**src/rtl/slot_pkg.sv**
```systemverilog
package slot_pkg;
  typedef enum logic [3:0] {
    OP_NOP  = 4'd0,
    OP_INC  = 4'd1,
    OP_LOAD = 4'd2,
    OP_JMP  = 4'd3
  } opcode_e;

  // strobes from control to datapath
  typedef struct packed {
    logic loadPc;
    logic writeReg;
    logic takeImm;
  } ctrl_t;
endpackage

```
**src/rtl/slot_ctrl.sv**
```systemverilog
module slot_ctrl
  import slot_pkg::*;
(
  input  logic       irValid,
  input  logic [3:0] opField,
  output ctrl_t      ctl
);
  always_comb begin
    ctl = '0;
    if (irValid) begin
      case (opcode_e'(opField))
        OP_INC:  ctl.writeReg = 1'b1;
        OP_LOAD: begin
          ctl.writeReg = 1'b1;
          ctl.takeImm  = 1'b1;
        end
        OP_JMP:  ctl.loadPc = 1'b1;
        default: ;
      endcase
    end
  end
endmodule

```
**src/rtl/slot_dpath.sv**
```systemverilog
module slot_dpath
  import slot_pkg::*;
#(
  parameter int ADDR_W  = 8,
  parameter int REG_CNT = 16,
  localparam int IDX_W   = $clog2(REG_CNT),
  localparam int INSTR_W = 4 + IDX_W + ADDR_W
) (
  input  logic               clk,
  input  logic               rstN,
  input  ctrl_t              ctl,
  output logic [ADDR_W-1:0]  romAddr,
  input  logic [INSTR_W-1:0] romData,
  output logic               irValid,
  output logic [3:0]         opField,
  output logic [ADDR_W-1:0]  immField,
  output logic [ADDR_W-1:0]  execPc,
  output logic               wrEn,
  output logic [IDX_W-1:0]   wrIdx,
  output logic [ADDR_W-1:0]  wrData
);
  localparam logic [ADDR_W-1:0] ONE = ADDR_W'(1);

  logic [ADDR_W-1:0]  pc;
  logic [INSTR_W-1:0] ir;
  logic [ADDR_W-1:0]  regs [REG_CNT];

  assign romAddr  = pc;
  assign opField  = ir[INSTR_W-1 -: 4];
  assign wrIdx    = ir[ADDR_W +: IDX_W];
  assign immField = ir[ADDR_W-1:0];

  // fetch segment: one word per clock, redirect when execute holds a jump
  always_ff @(posedge clk or negedge rstN) begin
    if (!rstN) begin
      pc      <= '0;
      ir      <= '0;
      irValid <= 1'b0;
      execPc  <= '0;
    end else begin
      ir      <= romData;
      irValid <= 1'b1;
      execPc  <= pc;
      pc      <= ctl.loadPc ? immField : pc + ONE;
    end
  end

  // execute segment: register update
  assign wrEn   = ctl.writeReg;
  assign wrData = ctl.takeImm ? immField : regs[wrIdx] + ONE;

  for (genvar g = 0; g < REG_CNT; g++) begin : g_reg
    always_ff @(posedge clk or negedge rstN) begin
      if (!rstN)
        regs[g] <= '0;
      else if (wrEn && wrIdx == IDX_W'(g))
        regs[g] <= wrData;
    end
  end
endmodule

```
**src/rtl/slot_pipe.sv**
```systemverilog
module slot_pipe
  import slot_pkg::*;
#(
  parameter int ADDR_W  = 8,
  parameter int REG_CNT = 16,
  localparam int IDX_W   = $clog2(REG_CNT),
  localparam int INSTR_W = 4 + IDX_W + ADDR_W
) (
  input  logic               clk,
  input  logic               rstN,
  output logic [ADDR_W-1:0]  romAddr,
  input  logic [INSTR_W-1:0] romData,
  output logic               execValid,
  output logic [ADDR_W-1:0]  execPc,
  output logic               wrEn,
  output logic [IDX_W-1:0]   wrIdx,
  output logic [ADDR_W-1:0]  wrData
);
  ctrl_t             ctl;
  logic [3:0]        opField;
  logic [ADDR_W-1:0] immField;

  slot_ctrl u_ctrl (
    .irValid (execValid),
    .opField (opField),
    .ctl     (ctl)
  );

  slot_dpath #(.ADDR_W(ADDR_W), .REG_CNT(REG_CNT)) u_dpath (
    .clk      (clk),
    .rstN     (rstN),
    .ctl      (ctl),
    .romAddr  (romAddr),
    .romData  (romData),
    .irValid  (execValid),
    .opField  (opField),
    .immField (immField),
    .execPc   (execPc),
    .wrEn     (wrEn),
    .wrIdx    (wrIdx),
    .wrData   (wrData)
  );
endmodule

```
**config.mk**
```make
export PLATFORM = sky130hd
export DESIGN_NAME = slot_pipe
export DESIGN_NICKNAME = d
export VERILOG_FILES = /design/src/rtl/slot_pkg.sv /design/src/rtl/slot_ctrl.sv /design/src/rtl/slot_dpath.sv /design/src/rtl/slot_pipe.sv
export SDC_FILE = /design/constraint.sdc
export NUM_CORES = 1
export LEC_CHECK = 0
export BUFFER_PORTS_ARGS = -buffer_cell sky130_fd_sc_hd__buf_4
export CORE_ASPECT_RATIO = 0.7
export CORE_UTILIZATION = 55
export CTS_BUF_LIST = sky130_fd_sc_hd__clkbuf_16
export CTS_CLUSTER_SIZE = 25
export DETAILED_ROUTE_END_ITERATION = 16
export PLACE_DENSITY = 0.82
export SYNTH_ARGS = -nofsm -noshare
export SYNTH_HDL_FRONTEND = slang
export SYNTH_SLANG_ARGS = --single-unit
```
**constraint.sdc**
```tcl
create_clock -name clk -period 8.45 [get_ports clk]
set_input_delay 0.845 -clock clk [delete_from_list [all_inputs] [get_ports clk]]
set_output_delay 0.845 -clock clk [all_outputs]
set_load 0.005 [all_outputs]
```
* After elaboration in Yosys (flattened, before gate mapping)
Cells that the tools add are included.
** Operators by class
- $add $sub $neg :: 2
- Order comparisons :: 1
- Reductions and logical operators :: 18
- Bitwise gates (word level) :: 1
- Multiplexer cells :: 9
- Eq/ne operators :: 18
** Operators with widths (count)
- 8-bit binary-select mux with 4-bit select :: 1
- 4-bit == test (second input constant) :: 8
- 8-bit 2-to-1 mux :: 4
- 8-bit by 1-bit adder with 8-bit output (second input constant) :: 2
- 4-bit by 2-bit == test with 1-bit output (second input constant) :: 4
- 4-bit by 3-bit == test with 1-bit output (second input constant) :: 4
- 1-bit logical AND :: 16
- 4-bit by 1-bit == test with 1-bit output (second input constant) :: 2
- 5-bit greater-or-equal comparator (second input constant) :: 1
- 4-bit NOT with 5-bit output :: 1
- 4-bit logical NOT :: 1
- 1-bit 2-to-1 mux :: 3
- 3-bit 2-to-1 mux :: 1
- 2-bit OR reduction :: 1
** Word-level totals
- Word-level logic and storage cells :: 69
- Bits of input ports :: 18
- Output and inout bits :: 30
- Bits in registers :: 161

* Longest topological paths before layout
- Word-level depth :: 6
- Gate-level depth with buffers :: 12
- Depth with buffers taken out :: 9

* Hierarchy
From an unflattened synthesis, not the netlist that was laid out.
** Second synthesis, totals
- Cells, all modules :: 627
- Area total of the unflattened synthesis :: 7252.0 µm²
** By module, submodules not included
- slot_dpath :: area each 7211.9 µm², seq. area each 4028.9 µm², instances 1, cells each 622
- slot_ctrl :: area each 40.0 µm², seq. area each 0.0 µm², instances 1, cells each 5

* Worst setup path before layout
No wires, ideal clock.
- Path kind :: reg-to-output
- From :: register u_dpath.ir[8]
- To :: output port wrData[6]
- Cell stages (with the launch flop) :: 13
- Slack :: 5.102 ns
- Path buffers :: 3
- Data required time :: 7.605 ns
- Arrival :: 2.503 ns
- Cell sequence :: dfrtp_1 buf_6 buf_6 mux4_1 a22oi_1 nand2_1 ha_1 a21boi_0 nand4_1 xnor2_1 o21bai_4 buf_12 inv_2
** On the way
- Longest elaborated chain between the ends :: 6
** Ends and longest elaborated chain
- from (decl) :: line slot_dpath.sv:25 : logic [INSTR_W-1:0] ir;
- from (signal assigned) :: line slot_dpath.sv:41 : ir <= romData;
- 4-bit NOT with 5-bit output (not written as such) :: line slot_dpath.sv:50 : assign wrData = ctl.takeImm ? immField : regs[wrIdx] + ONE;
- 8-bit binary-select mux with 4-bit select :: line slot_dpath.sv:50
- 8-bit 2-to-1 mux (not written as such) (2 in a row) :: line slot_dpath.sv:50
- 8-bit by 1-bit adder with 8-bit output :: line slot_dpath.sv:50
- 8-bit 2-to-1 mux :: line slot_dpath.sv:50
- to (decl) :: line slot_pipe.sv:17 : output logic [ADDR_W-1:0] wrData
No other way between the ends. The select of a mux whose other input is x is not followed.

* Final worst setup path
- From :: register u_dpath.ir[8]
- To :: output port wrData[1]
The elaborated chain is that of the path after synthesis.

==> implementation parameters <==
Parameter                              Value

Clock network
  Postcts setup bufs ... 0
  CTS tree ... yes
  # clock sinks ... 161
  Number of hold-repair buffers added at the cts stage ... 0
  CTS Root Cell ... sky130_fd_sc_hd__clkbuf_16
  Clock-pin slew on the worst setup and hold paths ... approximately 0.06 ns
  Total CTS buffers ... 17
  CTS HTree Levels ... 4
  Clock Latency Late Sink ... ~0.42 ns
  Number of gates given a new drive strength after cts ... 0
  Deepest clock path buffer count ... 2

Routing
  Routed WL per cell ... approximately 21 µm
  Detailed-route vias per instance ... slightly above 6
  WL final ... 18.3 mm
  Detailed Route Iter0 Violations ... 549
  Remaining antenna violation count after routing ... 0
  1st-pass router iterations ... 5
  Count of unresolved DRC violations after routing ... 0
  Via count of the routed design ... about 5300

Floorplan
  Die X-Extent ... 141 µm
  Row count ... 35
  Initial standard-cell utilization of the core ... 56.6%
  Vert. Die Dim ... around 100 µm
  CORE AREA ... between 10000 and 15000 µm²
  Die footprint ... 14100 µm²
  Boundary Pins ... 48

Synthesis
  Share of the synthesized area in the top cell type ... a little over half
  Mean cell area of the mapped netlist ... 11.3 µm²
  Adder-cell share of the synthesized area ... 0.334%
  Largest family of logic cells by synthesized area ... compound AO/OA/AOI/OAI gates
  Async set or reset register ratio after synthesis ... 100%
  Flip-flop and latch count after synthesis ... between 150 and 200
  Compound-Gate Fraction of Synth Area ... between 10% and 20%
  Number of cells produced by synthesis ... approximately 660
  Number of warnings printed during yosys synthesis ... 0
  Post-synth top area cell ... sky130_fd_sc_hd__dfrtp_1
  Simple-gate share of the synthesized area ... 12.3%
  Post-synthesis share of cell area spent on xor and xnor gates ... 1.85%
  Syn_nets ... roughly 680
  Proportion of synthesized area in mux cells ... a little under an eighth
  Most used flip-flop cell after synthesis ... sky130_fd_sc_hd__dfrtp_1
  Cell variety after synth ... slightly above 50
  Post-synthesis sequential area ratio ... between 50% and 60%
  Leading cell types by total area after synthesis ... sky130_fd_sc_hd__dfrtp_1 54%, sky130_fd_sc_hd__mux4_2 9.0%, sky130_fd_sc_hd__nand2_1 5.7%
  Number of enable-type register cells in the synthesized netlist ... 0
  Post-Syn Area ... approximately 7500 µm²

Pwr
  Total power ... about 1.9 mW
  Net switching share of the total power ... between 20 and 25%
  Clock group share of total power ... around 44%
  Net Sw Power ... 0.475 mW
  Cell-internal power ... between 1 and 1.5 mW
  Power density cells ... ~230 nW/µm²
  Combinational cell fraction of total power ... around a tenth
  Sequential power share ... 45.5%
  IR Drop Worst-Case VDD ... approximately 160 µV
  Leakage power figure ... approximately 3.7 nW

Layout
  Synthesis-to-finish area growth ... 12.8%
  Fin area ... between 8000 and 9000 µm²
  Layout cells sized above 1 ... about 25%
  Number of nets in the layout ... 699
  Final core utilization ... 63.9%
  Number of antenna repair diodes ... 0
  Finished Layout Cells ... 877

STA
  Time the worst path needs with I/O delays and setup ... roughly 4.7 ns
  Highest attainable clock frequency ... ~210 MHz
  Setup-failing EPs final ... 0
  Final clock period utilization by the worst path ... between 50 and 60%
  Slew at the pin closest to its max-slew limit ... ~1.2 ns
  Worst slack on hold paths ... 0.423 ns
  Final-layout setup total negative slack ... 0 ns
  Final-report max-slew violation count ... 0
  Remaining max-slew budget at the tightest pin ... 19.0%
  Final critical-path setup slack ... approximately 3.8 ns
  Number of hold violations in the final report ... 0
  Setup repair after global routing missed its margin ... no
  Setup skew after layout ... around 0.011 ns

Critical path
  CP endpoint kind ... output port
  Crit-path cells ... buf_4 -> mux4_2 -> a22oi_1 -> nand2_2 -> ha_1 -> mux2i_1 -> inv_1 -> buf_4
  Launching element type of the critical path ... flop
  Library cell contributing the largest single delay on the critical path ... sky130_fd_sc_hd__mux2i_1
  Dominant cell type by count on the critical path ... sky130_fd_sc_hd__buf_4
  Critical Path RT ... 7.61 ns
  Critical path's largest stage delay ... between 0.8 and 0.9 ns
  Data arrival at the endpoint of the critical path ... roughly 3.9 ns
  Critical path buffers and inverters ... 3
  Top cell family by delay on the critical path ... multiplexers
  Type of the worst setup path ... flop to output port
  Worst-path maximum fanout ... 45

Place
  Number of placed instances, taps included ... roughly 850
  Routability congestion estimate ... 0.867
  Placement Setup Slack ... around 4.2 ns
  Area post-placement ... a little under 8000 µm²
  Count of input and output buffers ... 47
  Detailed-placement wirelength estimate ... roughly 11 mm

Job
  Count of maximum capacitance violations ... 0

Global route
  Initial antenna violation count ... 0
  Number of global-route vias before repair ... about 5300
  Maximum number of pins on one net before global-route repair ... 84
  Total global routing overflow ... 0
  First-pass GRT wire length ... 29.4 mm
  Total global-route track usage ... about 29%

Min path
  Hold Path Class ... flop to flop

Run status
  Result of the run ... complete, no violations
==> power groups by stage <==
stage	clock (mW)	combinational, mW	sequential [mW]
floorplan	0	0.102	0.882
global placement	0	0.193	0.890
detailed placement	0	0.203	0.895
CTS	0.865	0.206	0.881
global route	0.899	0.227	0.888
finish	0.854	0.204	0.882
==> final timing paths <==
kind | from | end | slack [ns] | cells past startpoint
max | u_dpath.ir[8] | wrData[1] | 3.76 | 8
min | u_dpath.romAddr[7] | u_dpath.execPc[7] | 0.42 | 0
max reg2reg | u_dpath.ir[8] | u_dpath.regs[17] | 4.84 | 7
min reg2reg | u_dpath.romAddr[7] | u_dpath.execPc[7] | 0.42 | 0
max in group asynchronous | rstN | u_dpath.ir[8] | 6.48 | 2
min in group asynchronous | rstN | u_dpath.regs[48] | 0.46 | 1
==> cell usage after synthesis, drive strengths merged, types with 2 or more instances <==
| master | n |
|---|---|
| xor2 | 3 |
| o31ai | 16 |
| o21ai | 117 |
| a21oi | 38 |
| xnor2 | 9 |
| buf | 23 |
| nand3 | 10 |
| ha | 2 |
| nor2b | 5 |
| and3 | 2 |
| dfrtp | 161 |
| nor2 | 42 |
| mux4 | 34 |
| clkbuf | 30 |
| and2 | 2 |
| nand4 | 4 |
| a22oi | 12 |
| or3 | 8 |
| nand2 | 118 |
| inv | 7 |
| nand2b | 4 |
| mux2i | 3 |
| nor3 | 4 |
==> metal layers <==
metal,vias up,global-route usage [%],part of all wire (%)
met5,-,0,0
met1,2652,40.3,43
li1,2373,-,-
met4,0,11.7,2.4
met2,241,42.1,45
met3,40,8.81,8.7
==> sequential cells by signal (all words and copies together), names as in the netlist <==
signal,flops
u_dpath.ir,16
u_dpath.regs,128
u_dpath.irValid,1
u_dpath.execPc,8
u_dpath.romAddr,8
==> cell usage in the layout, fill, tap and decap left out, drive strengths merged, types with 3 or more instances in the layout <==
cell and n:
nand2b 4, nand2 118, or3 8, bufinv 5, nor3 4, xnor2 9
buf 50, nor2b 5, nor2 42, a21oi 38, a22oi 12, inv 14
nand4 4, o21ai 117, dfrtp 161, mux4 34, nand3 10, o31ai 16
clkbuf 17, xor2 3, mux2i 3
==> area by class of cell <==
type / count / area, µm²
tap: 185 / 231
timing repair buffer: 50 / 379
sequential: 161 / 4030
clock inverter: 15 / 230
fill: 1001 / 4780
inverter: 7 / 26.3
multi-input combinational: 442 / 3120
clock buffer: 17 / 425
==> cells by family after synthesis <==
logic type,Yosys count
AND/OR/NAND/NOR,203
adder cells (fa/ha/maj),2
buffers and inverters,60
other,1
AO/OA/AOI/OAI,186
multiplexers,38
flip-flops,161
XOR/XNOR,12
Power figures use the tool's default switching activity.
